`config.mk`:
```
export PLATFORM = sky130hd
export DESIGN_NAME = tmr_host_port
export DESIGN_NICKNAME = d
export VERILOG_FILES = /design/src/rtl/tmr_bus_pkg.sv /design/src/rtl/tmr_cw_decode.sv /design/src/rtl/tmr_chan_regs.sv /design/src/rtl/tmr_host_port.sv
export SDC_FILE = /design/constraint.sdc
export NUM_CORES = 1
export LEC_CHECK = 0
export BUFFER_PORTS_ARGS = -buffer_cell sky130_fd_sc_hd__buf_2
export CAP_MARGIN = 20
export CORE_ASPECT_RATIO = 1.1
export CORE_UTILIZATION = 61
export DETAILED_ROUTE_END_ITERATION = 16
export PLACE_DENSITY = 0.88
export SLEW_MARGIN = 0
export SYNTH_ARGS = -nofsm -noshare
export SYNTH_HDL_FRONTEND = slang
export SYNTH_HIERARCHICAL = 1
export SYNTH_SLANG_ARGS = --single-unit
```
`constraint.sdc`:
```
create_clock -name clk -period 5.7 [get_ports clk]
set_input_delay 0.285 -clock clk [delete_from_list [all_inputs] [get_ports clk]]
set_output_delay 0.285 -clock clk [all_outputs]
set_load 0.05 [all_outputs]
```
`src/rtl/tmr_bus_pkg.sv`:
```
package tmr_bus_pkg;

    localparam int BYTE_W = 8;
    localparam int CNT_W  = 2 * BYTE_W;
    localparam int MODE_W = 3;

    typedef enum logic [1:0] {
        ACC_LATCH = 2'b00,
        ACC_LO    = 2'b01,
        ACC_HI    = 2'b10,
        ACC_BOTH  = 2'b11
    } acc_e;

    typedef struct packed {
        logic [1:0]        chan;
        acc_e              acc;
        logic [MODE_W-1:0] mode;
        logic              bcd;
    } cw_t;

endpackage

```
`src/rtl/tmr_cw_decode.sv`:
```
module tmr_cw_decode
    import tmr_bus_pkg::*;
#(
    parameter int NCH = 3
) (
    input  logic [BYTE_W-1:0] cw_byte,
    output cw_t               cw,
    output logic [NCH-1:0]    hit_oh,
    output logic              is_latch
);

    always_comb begin
        cw       = cw_t'(cw_byte);
        hit_oh   = '0;
        is_latch = (cw.acc == ACC_LATCH);
        for (int i = 0; i < NCH; i++) begin
            if (int'(cw.chan) == i) hit_oh[i] = 1'b1;
        end
    end

endmodule

```
`src/rtl/tmr_chan_regs.sv`:
```
module tmr_chan_regs
    import tmr_bus_pkg::*;
(
    input  logic              clk,
    input  logic              rst_n,
    input  logic              cw_hit,
    input  logic              latch_hit,
    input  acc_e              cw_acc,
    input  logic [MODE_W-1:0] cw_mode,
    input  logic              cw_bcd,
    input  logic              wr_hit,
    input  logic              rd_hit,
    input  logic [BYTE_W-1:0] wdata,
    input  logic [CNT_W-1:0]  cnt_in,
    output logic [MODE_W-1:0] mode,
    output logic              bcd,
    output logic [CNT_W-1:0]  load_val,
    output logic              load_stb,
    output logic [BYTE_W-1:0] rd_byte
);

    typedef struct packed {
        acc_e              acc;
        logic [MODE_W-1:0] mode;
        logic              bcd;
        logic              wr_hi;
        logic              rd_hi;
        logic [BYTE_W-1:0] lo_hold;
        logic              held;
        logic [CNT_W-1:0]  snap;
        logic [CNT_W-1:0]  load;
        logic              stb;
    } chan_st_t;

    chan_st_t st_q, st_d;
    logic [CNT_W-1:0] rd_src;
    logic             rd_hi_sel;

    always_comb begin
        st_d      = st_q;
        st_d.stb  = 1'b0;
        rd_src    = st_q.held ? st_q.snap : cnt_in;
        rd_hi_sel = (st_q.acc == ACC_HI) || ((st_q.acc == ACC_BOTH) && st_q.rd_hi);
        rd_byte   = rd_hi_sel ? rd_src[CNT_W-1:BYTE_W] : rd_src[BYTE_W-1:0];

        if (cw_hit) begin
            st_d.acc   = cw_acc;
            st_d.mode  = cw_mode;
            st_d.bcd   = cw_bcd;
            st_d.wr_hi = 1'b0;
            st_d.rd_hi = 1'b0;
            st_d.held  = 1'b0;
        end else if (latch_hit) begin
            if (!st_q.held) begin
                st_d.held = 1'b1;
                st_d.snap = cnt_in;
            end
        end else if (wr_hit) begin
            case (st_q.acc)
                ACC_LO: begin
                    st_d.load = {{BYTE_W{1'b0}}, wdata};
                    st_d.stb  = 1'b1;
                end
                ACC_HI: begin
                    st_d.load = {wdata, {BYTE_W{1'b0}}};
                    st_d.stb  = 1'b1;
                end
                ACC_BOTH: begin
                    if (!st_q.wr_hi) begin
                        st_d.lo_hold = wdata;
                        st_d.wr_hi   = 1'b1;
                    end else begin
                        st_d.load  = {wdata, st_q.lo_hold};
                        st_d.stb   = 1'b1;
                        st_d.wr_hi = 1'b0;
                    end
                end
                default: ;
            endcase
        end else if (rd_hit) begin
            case (st_q.acc)
                ACC_LO, ACC_HI: st_d.held = 1'b0;
                ACC_BOTH: begin
                    if (st_q.rd_hi) begin
                        st_d.held  = 1'b0;
                        st_d.rd_hi = 1'b0;
                    end else begin
                        st_d.rd_hi = 1'b1;
                    end
                end
                default: ;
            endcase
        end
    end

    always_ff @(posedge clk) begin
        if (!rst_n) begin
            st_q <= '{acc: ACC_LATCH, default: '0};
        end else begin
            st_q <= st_d;
        end
    end

    assign mode     = st_q.mode;
    assign bcd      = st_q.bcd;
    assign load_val = st_q.load;
    assign load_stb = st_q.stb;

endmodule

```
`src/rtl/tmr_host_port.sv`:
```
module tmr_host_port
    import tmr_bus_pkg::*;
#(
    parameter int NCH = 3,
    localparam int AW = 2,
    localparam logic [AW-1:0] CTL_ADDR = 2'b11
) (
    input  logic                  clk,
    input  logic                  rst_n,
    input  logic                  bus_sel,
    input  logic                  bus_wr,
    input  logic                  bus_rd,
    input  logic [AW-1:0]         bus_addr,
    input  logic [BYTE_W-1:0]     bus_wdata,
    output logic [BYTE_W-1:0]     bus_rdata,
    input  logic [NCH*CNT_W-1:0]  cnt_in,
    output logic [NCH*MODE_W-1:0] ch_mode,
    output logic [NCH-1:0]        ch_bcd,
    output logic [NCH*CNT_W-1:0]  load_val,
    output logic [NCH-1:0]        load_stb
);

    cw_t            cw;
    logic [NCH-1:0] cw_oh;
    logic           cw_is_latch;
    logic           wr_cyc, rd_cyc, ctl_wr;
    logic [BYTE_W-1:0] rd_byte [NCH];

    assign wr_cyc = bus_sel && bus_wr;
    assign rd_cyc = bus_sel && bus_rd && !bus_wr;
    assign ctl_wr = wr_cyc && (bus_addr == CTL_ADDR);

    tmr_cw_decode #(.NCH(NCH)) u_dec (
        .cw_byte  (bus_wdata),
        .cw       (cw),
        .hit_oh   (cw_oh),
        .is_latch (cw_is_latch)
    );

    for (genvar g = 0; g < NCH; g++) begin : g_chan
        tmr_chan_regs u_chan (
            .clk       (clk),
            .rst_n     (rst_n),
            .cw_hit    (ctl_wr && cw_oh[g] && !cw_is_latch),
            .latch_hit (ctl_wr && cw_oh[g] && cw_is_latch),
            .cw_acc    (cw.acc),
            .cw_mode   (cw.mode),
            .cw_bcd    (cw.bcd),
            .wr_hit    (wr_cyc && (bus_addr == AW'(g))),
            .rd_hit    (rd_cyc && (bus_addr == AW'(g))),
            .wdata     (bus_wdata),
            .cnt_in    (cnt_in[g*CNT_W +: CNT_W]),
            .mode      (ch_mode[g*MODE_W +: MODE_W]),
            .bcd       (ch_bcd[g]),
            .load_val  (load_val[g*CNT_W +: CNT_W]),
            .load_stb  (load_stb[g]),
            .rd_byte   (rd_byte[g])
        );
    end

    always_comb begin
        bus_rdata = '0;
        for (int i = 0; i < NCH; i++) begin
            if (bus_addr == AW'(i)) bus_rdata = rd_byte[i];
        end
    end

endmodule

```
==> insert_results.sql <==
INSERT INTO impl_metrics (metric_group, metric, value, unit) VALUES
('outcome', 'run_status', 'finished clean', ''),
('global_routing', 'maximum_number_of_pins_on_one_net_before_global_route_repair', '96', ''),
('placement', 'place_congestion', '0.8311', ''),
('worst_setup_path', 'rrSetupSlack', '3550', 'ps'),
('die', 'starting_density_of_the_core', '63.11', '%'),
('detailed_routing', 'route.final.wire_length', '16880', 'µm'),
('die', 'design.die.area', '12960', 'µm²'),
('global_routing', 'grt_first_pass_wirelength', '26610', 'µm'),
('worst_setup_path', 'worst_setup_path_start_kind', 'register', ''),
('timing', 'fin_crit_sh', '54.60', '%'),
('worst_setup_path', 'worstSetupPathType', 'reg -> out', ''),
('worst_setup_path', 'critical_path_required', '5410', 'ps'),
('power_and_ir_drop', 'pwr_density_cell', '274.7', 'nW/µm²'),
('cells_and_area', 'final_layout_size_suffix_gt1_share', '27.69', '%'),
('cells_and_area', 'fillerInstances', '970', ''),
('timing', 'finalSetupTns', '0', 'ps'),
('global_routing', 'grt_antenna_before_repair', '1', ''),
('power_and_ir_drop', 'power.share.sequential', '45.9', '%'),
('logic_synthesis', 'synthCells', '803', ''),
('die', 'core', '12090', 'µm²'),
('worst_setup_path', 'r2r-end', 'g_chan[1].u_chan/load_val[3]$_SDFFE_PN0P_', ''),
('worst_setup_path', 'r2r_start', 'g_chan[1].u_chan/st_q[49]$_SDFFE_PN0P_', ''),
('power_and_ir_drop', 'power.share.clock', '48.1', '%'),
('timing', 'timing_max_transition_violations_final', '0', ''),
('clocking', 'htree_num_levels', '4', ''),
('logic_synthesis', 'mappedNetlistNets', '881', ''),
('timing', 'final_setup_violating_endpoints', '0', ''),
('detailed_routing', 'number_of_remaining_drc_errors', '0', ''),
('die', 'y_dimension_of_the_die', '119.3', 'µm'),
('cells_and_area', 'n_antenna_cell', '0', ''),
('detailed_routing', 'detailedRoute.firstIterationViolations', '298', ''),
('clocking', 'clock_tree.buffer_depth', '2', ''),
('clocking', 'path_clk_slew', '60', 'ps'),
('cells_and_area', 'area_growth_syn_to_layout', '9.383', '%'),
('clocking', 'clock-sinks', '150', ''),
('worst_setup_path', 'cp.arrival', '2830', 'ps'),
('power_and_ir_drop', 'power_leakage', '3.286', 'nW'),
('clocking', 'worst_skew_late_latency', '420', 'ps'),
('timing', 'final_period_minus_worst_setup_slack', '3112', 'ps'),
('clocking', 'cts.repair.resized', '0', ''),
('detailed_routing', 'wire_per_inst', '16.90', 'µm'),
('detailed_routing', 'drtPass1Iterations', '4', ''),
('die', 'chipWidth', '108.6', 'µm'),
('hold_path', 'timing.hold.worst.class', 'in -> reg', ''),
('power_and_ir_drop', 'power.internal', '1.786', 'mW'),
('timing', 'peak_freq', '321.3', 'MHz'),
('placement', 'buffer_ports.inserted', '133', ''),
('clocking', 'cts.repair_timing.setup_buffer_count', '0', ''),
('timing', 'rsz0062_at_grt', 'false', ''),
('logic_synthesis', 'yosys_warnings', '6', ''),
('global_routing', 'grt_remaining_overflow', '0', ''),
('cells_and_area', 'net_count_reported_at_finish', '911', ''),
('timing', 'timing.slew.headroom', '30.28', '%'),
('detailed_routing', 'routed-via-count', '5875', ''),
('worst_setup_path', 'rr_worst_depth', '5', ''),
('run', 'max_cap_viol_count', '0', ''),
('power_and_ir_drop', 'switching_share', '22.11', '%'),
('detailed_routing', 'vias_per_cell', '5.881', ''),
('clocking', 'count_of_hold_buffers_inserted_by_post_cts_repair', '0', ''),
('detailed_routing', 'antenna_left', '0', ''),
('worst_setup_path', 'timing.critical_path.from', 'g_chan[1].u_chan/st_q[48]$_SDFFE_PN0P_', ''),
('power_and_ir_drop', 'netSwitchingPower', '0.5067', 'mW'),
('global_routing', 'grt_pass1_vias', '5388', ''),
('worst_setup_path', 'cp_max_fo', '8', ''),
('clocking', 'clock-root-buffer', 'sky130_fd_sc_hd__clkbuf_16', ''),
('timing', 'worst_pin_slew', '1041', 'ps'),
('clocking', 'tritoncts.num_buffers', '17', ''),
('timing', 'fin_worst_skew', '4.976', 'ps'),
('worst_setup_path', 'setup_crit_end_kind', 'output pin', ''),
('global_routing', 'global_route.usage.total', '26.63', '%'),
('worst_setup_path', 'endpoint', 'bus_rdata[5]', ''),
('logic_synthesis', 'syn_area', '7627', 'µm²'),
('clocking', 'tritoncts_clock_tree', 'done', ''),
('power_and_ir_drop', 'combPwrFrac', '6.1', '%'),
('timing', 'hold_viol', '0', ''),
('timing', 'finalHoldWorstSlack', '119.6', 'ps'),
('logic_synthesis', 'synthesis.area_per_instance', '9.499', 'µm²'),
('die', 'ioPinCount', '134', ''),
('power_and_ir_drop', 'max-vdd-ir-drop', '0.0002374', 'V'),
('die', 'row_count', '42', ''),
('placement', 'place_hpwl', '11520', 'µm');
[power by group through the flow]
stage / Clock [mW] / Sequential (mW) / Combinational, mW
floorplan: 0 / 1.07 / 0.0859
global placement: 0 / 1.07 / 0.135
detailed placement: 0 / 1.07 / 0.136
CTS: 1.12 / 1.05 / 0.137
global route: 1.17 / 1.05 / 0.147
finish: 1.10 / 1.05 / 0.139
[stage by stage]
step	setup WS [ps]	power, mW	instance area (µm²)	util (%)	std cells
2_1_floorplan	3177	1.160	7627	-	803
3_3_place_gp	3042	1.209	7736	64.01	965
3_5_place_dp	2984	1.211	7736	64.01	965
4_1_cts	2617	2.307	8320	68.84	996
5_1_grt	2424	2.364	8343	69.03	999
6_report	2588	2.292	8343	69.03	999
[how the worst min path moves through the flow]
stage                                                   endpoint  slack, ps                                    from  cells after the start
after floorplan           g_chan[0].u_chan/st_q[23]$_SDFFE_PN0P_        420                               cnt_in[6]                      2
after global placement    g_chan[0].u_chan/st_q[23]$_SDFFE_PN0P_        440  g_chan[0].u_chan/st_q[23]$_SDFFE_PN0P_                      2
after detailed placement  g_chan[1].u_chan/st_q[37]$_SDFFE_PN0P_        450  g_chan[1].u_chan/st_q[37]$_SDFFE_PN0P_                      2
after CTS                 g_chan[2].u_chan/st_q[23]$_SDFFE_PN0P_        110                              cnt_in[38]                      3
after global routing      g_chan[2].u_chan/st_q[23]$_SDFFE_PN0P_        110                              cnt_in[38]                      3
final                     g_chan[2].u_chan/st_q[23]$_SDFFE_PN0P_        120                              cnt_in[38]                      3
[cells in the final DEF (no fill, tap or decap), types with 7 or more instances in the layout]
master,n
sky130_fd_sc_hd__nor4_1,24
sky130_fd_sc_hd__nand2_1,145
sky130_fd_sc_hd__buf_2,132
sky130_fd_sc_hd__nor2b_1,23
sky130_fd_sc_hd__mux2i_1,53
sky130_fd_sc_hd__o2bb2ai_1,8
sky130_fd_sc_hd__clkbuf_16,17
sky130_fd_sc_hd__o21ai_1,21
sky130_fd_sc_hd__nor2_1,16
sky130_fd_sc_hd__a21boi_0,45
sky130_fd_sc_hd__a31o_2,24
sky130_fd_sc_hd__nand2b_1,7
sky130_fd_sc_hd__o211ai_1,24
sky130_fd_sc_hd__dfxtp_1,150
sky130_fd_sc_hd__ha_1,15
sky130_fd_sc_hd__mux4_2,24
sky130_fd_sc_hd__a22oi_1,24
[sequential cells by signal (all words and copies together) (netlist names)]
signal	cells
g_chan.u_chan/load_stb	3
g_chan.u_chan/load_val	48
g_chan.u_chan/st_q	87
g_chan.u_chan/bcd	3
g_chan.u_chan/mode	9
[critical path: stages, from the launching register on]
cell                        delay (ps)
sky130_fd_sc_hd__dfxtp_1           420
sky130_fd_sc_hd__inv_1              90
sky130_fd_sc_hd__ha_1              210
sky130_fd_sc_hd__a21oi_1           660
sky130_fd_sc_hd__mux4_2            350
sky130_fd_sc_hd__mux2i_1            80
sky130_fd_sc_hd__o2bb2ai_1         260
sky130_fd_sc_hd__buf_2             320
[area by class of cell]
cell class / count / area (µm²) / area share (%)
multi-input combinational: 521 / 3842 / 46.06
sequential: 150 / 3003 / 35.99
timing repair buffer: 137 / 698.2 / 8.368
clock buffer: 22 / 484.2 / 5.804
tap: 154 / 192.7 / 2.310
clock inverter: 9 / 100.1 / 1.200
inverter: 6 / 22.52 / 0.2699
[per-layer routing]
metal	global-route usage, %	part of all wire [%]	vias to the layer above	routed length, µm
li1	-	-	2851	-
met1	32.90	43	2801	7223
met2	42.92	48	188	8039
met3	8.046	6.9	33	1165
met4	10.81	2.6	2	443
met5	0	0.059	-	10
Power figures use the tool's default switching activity.
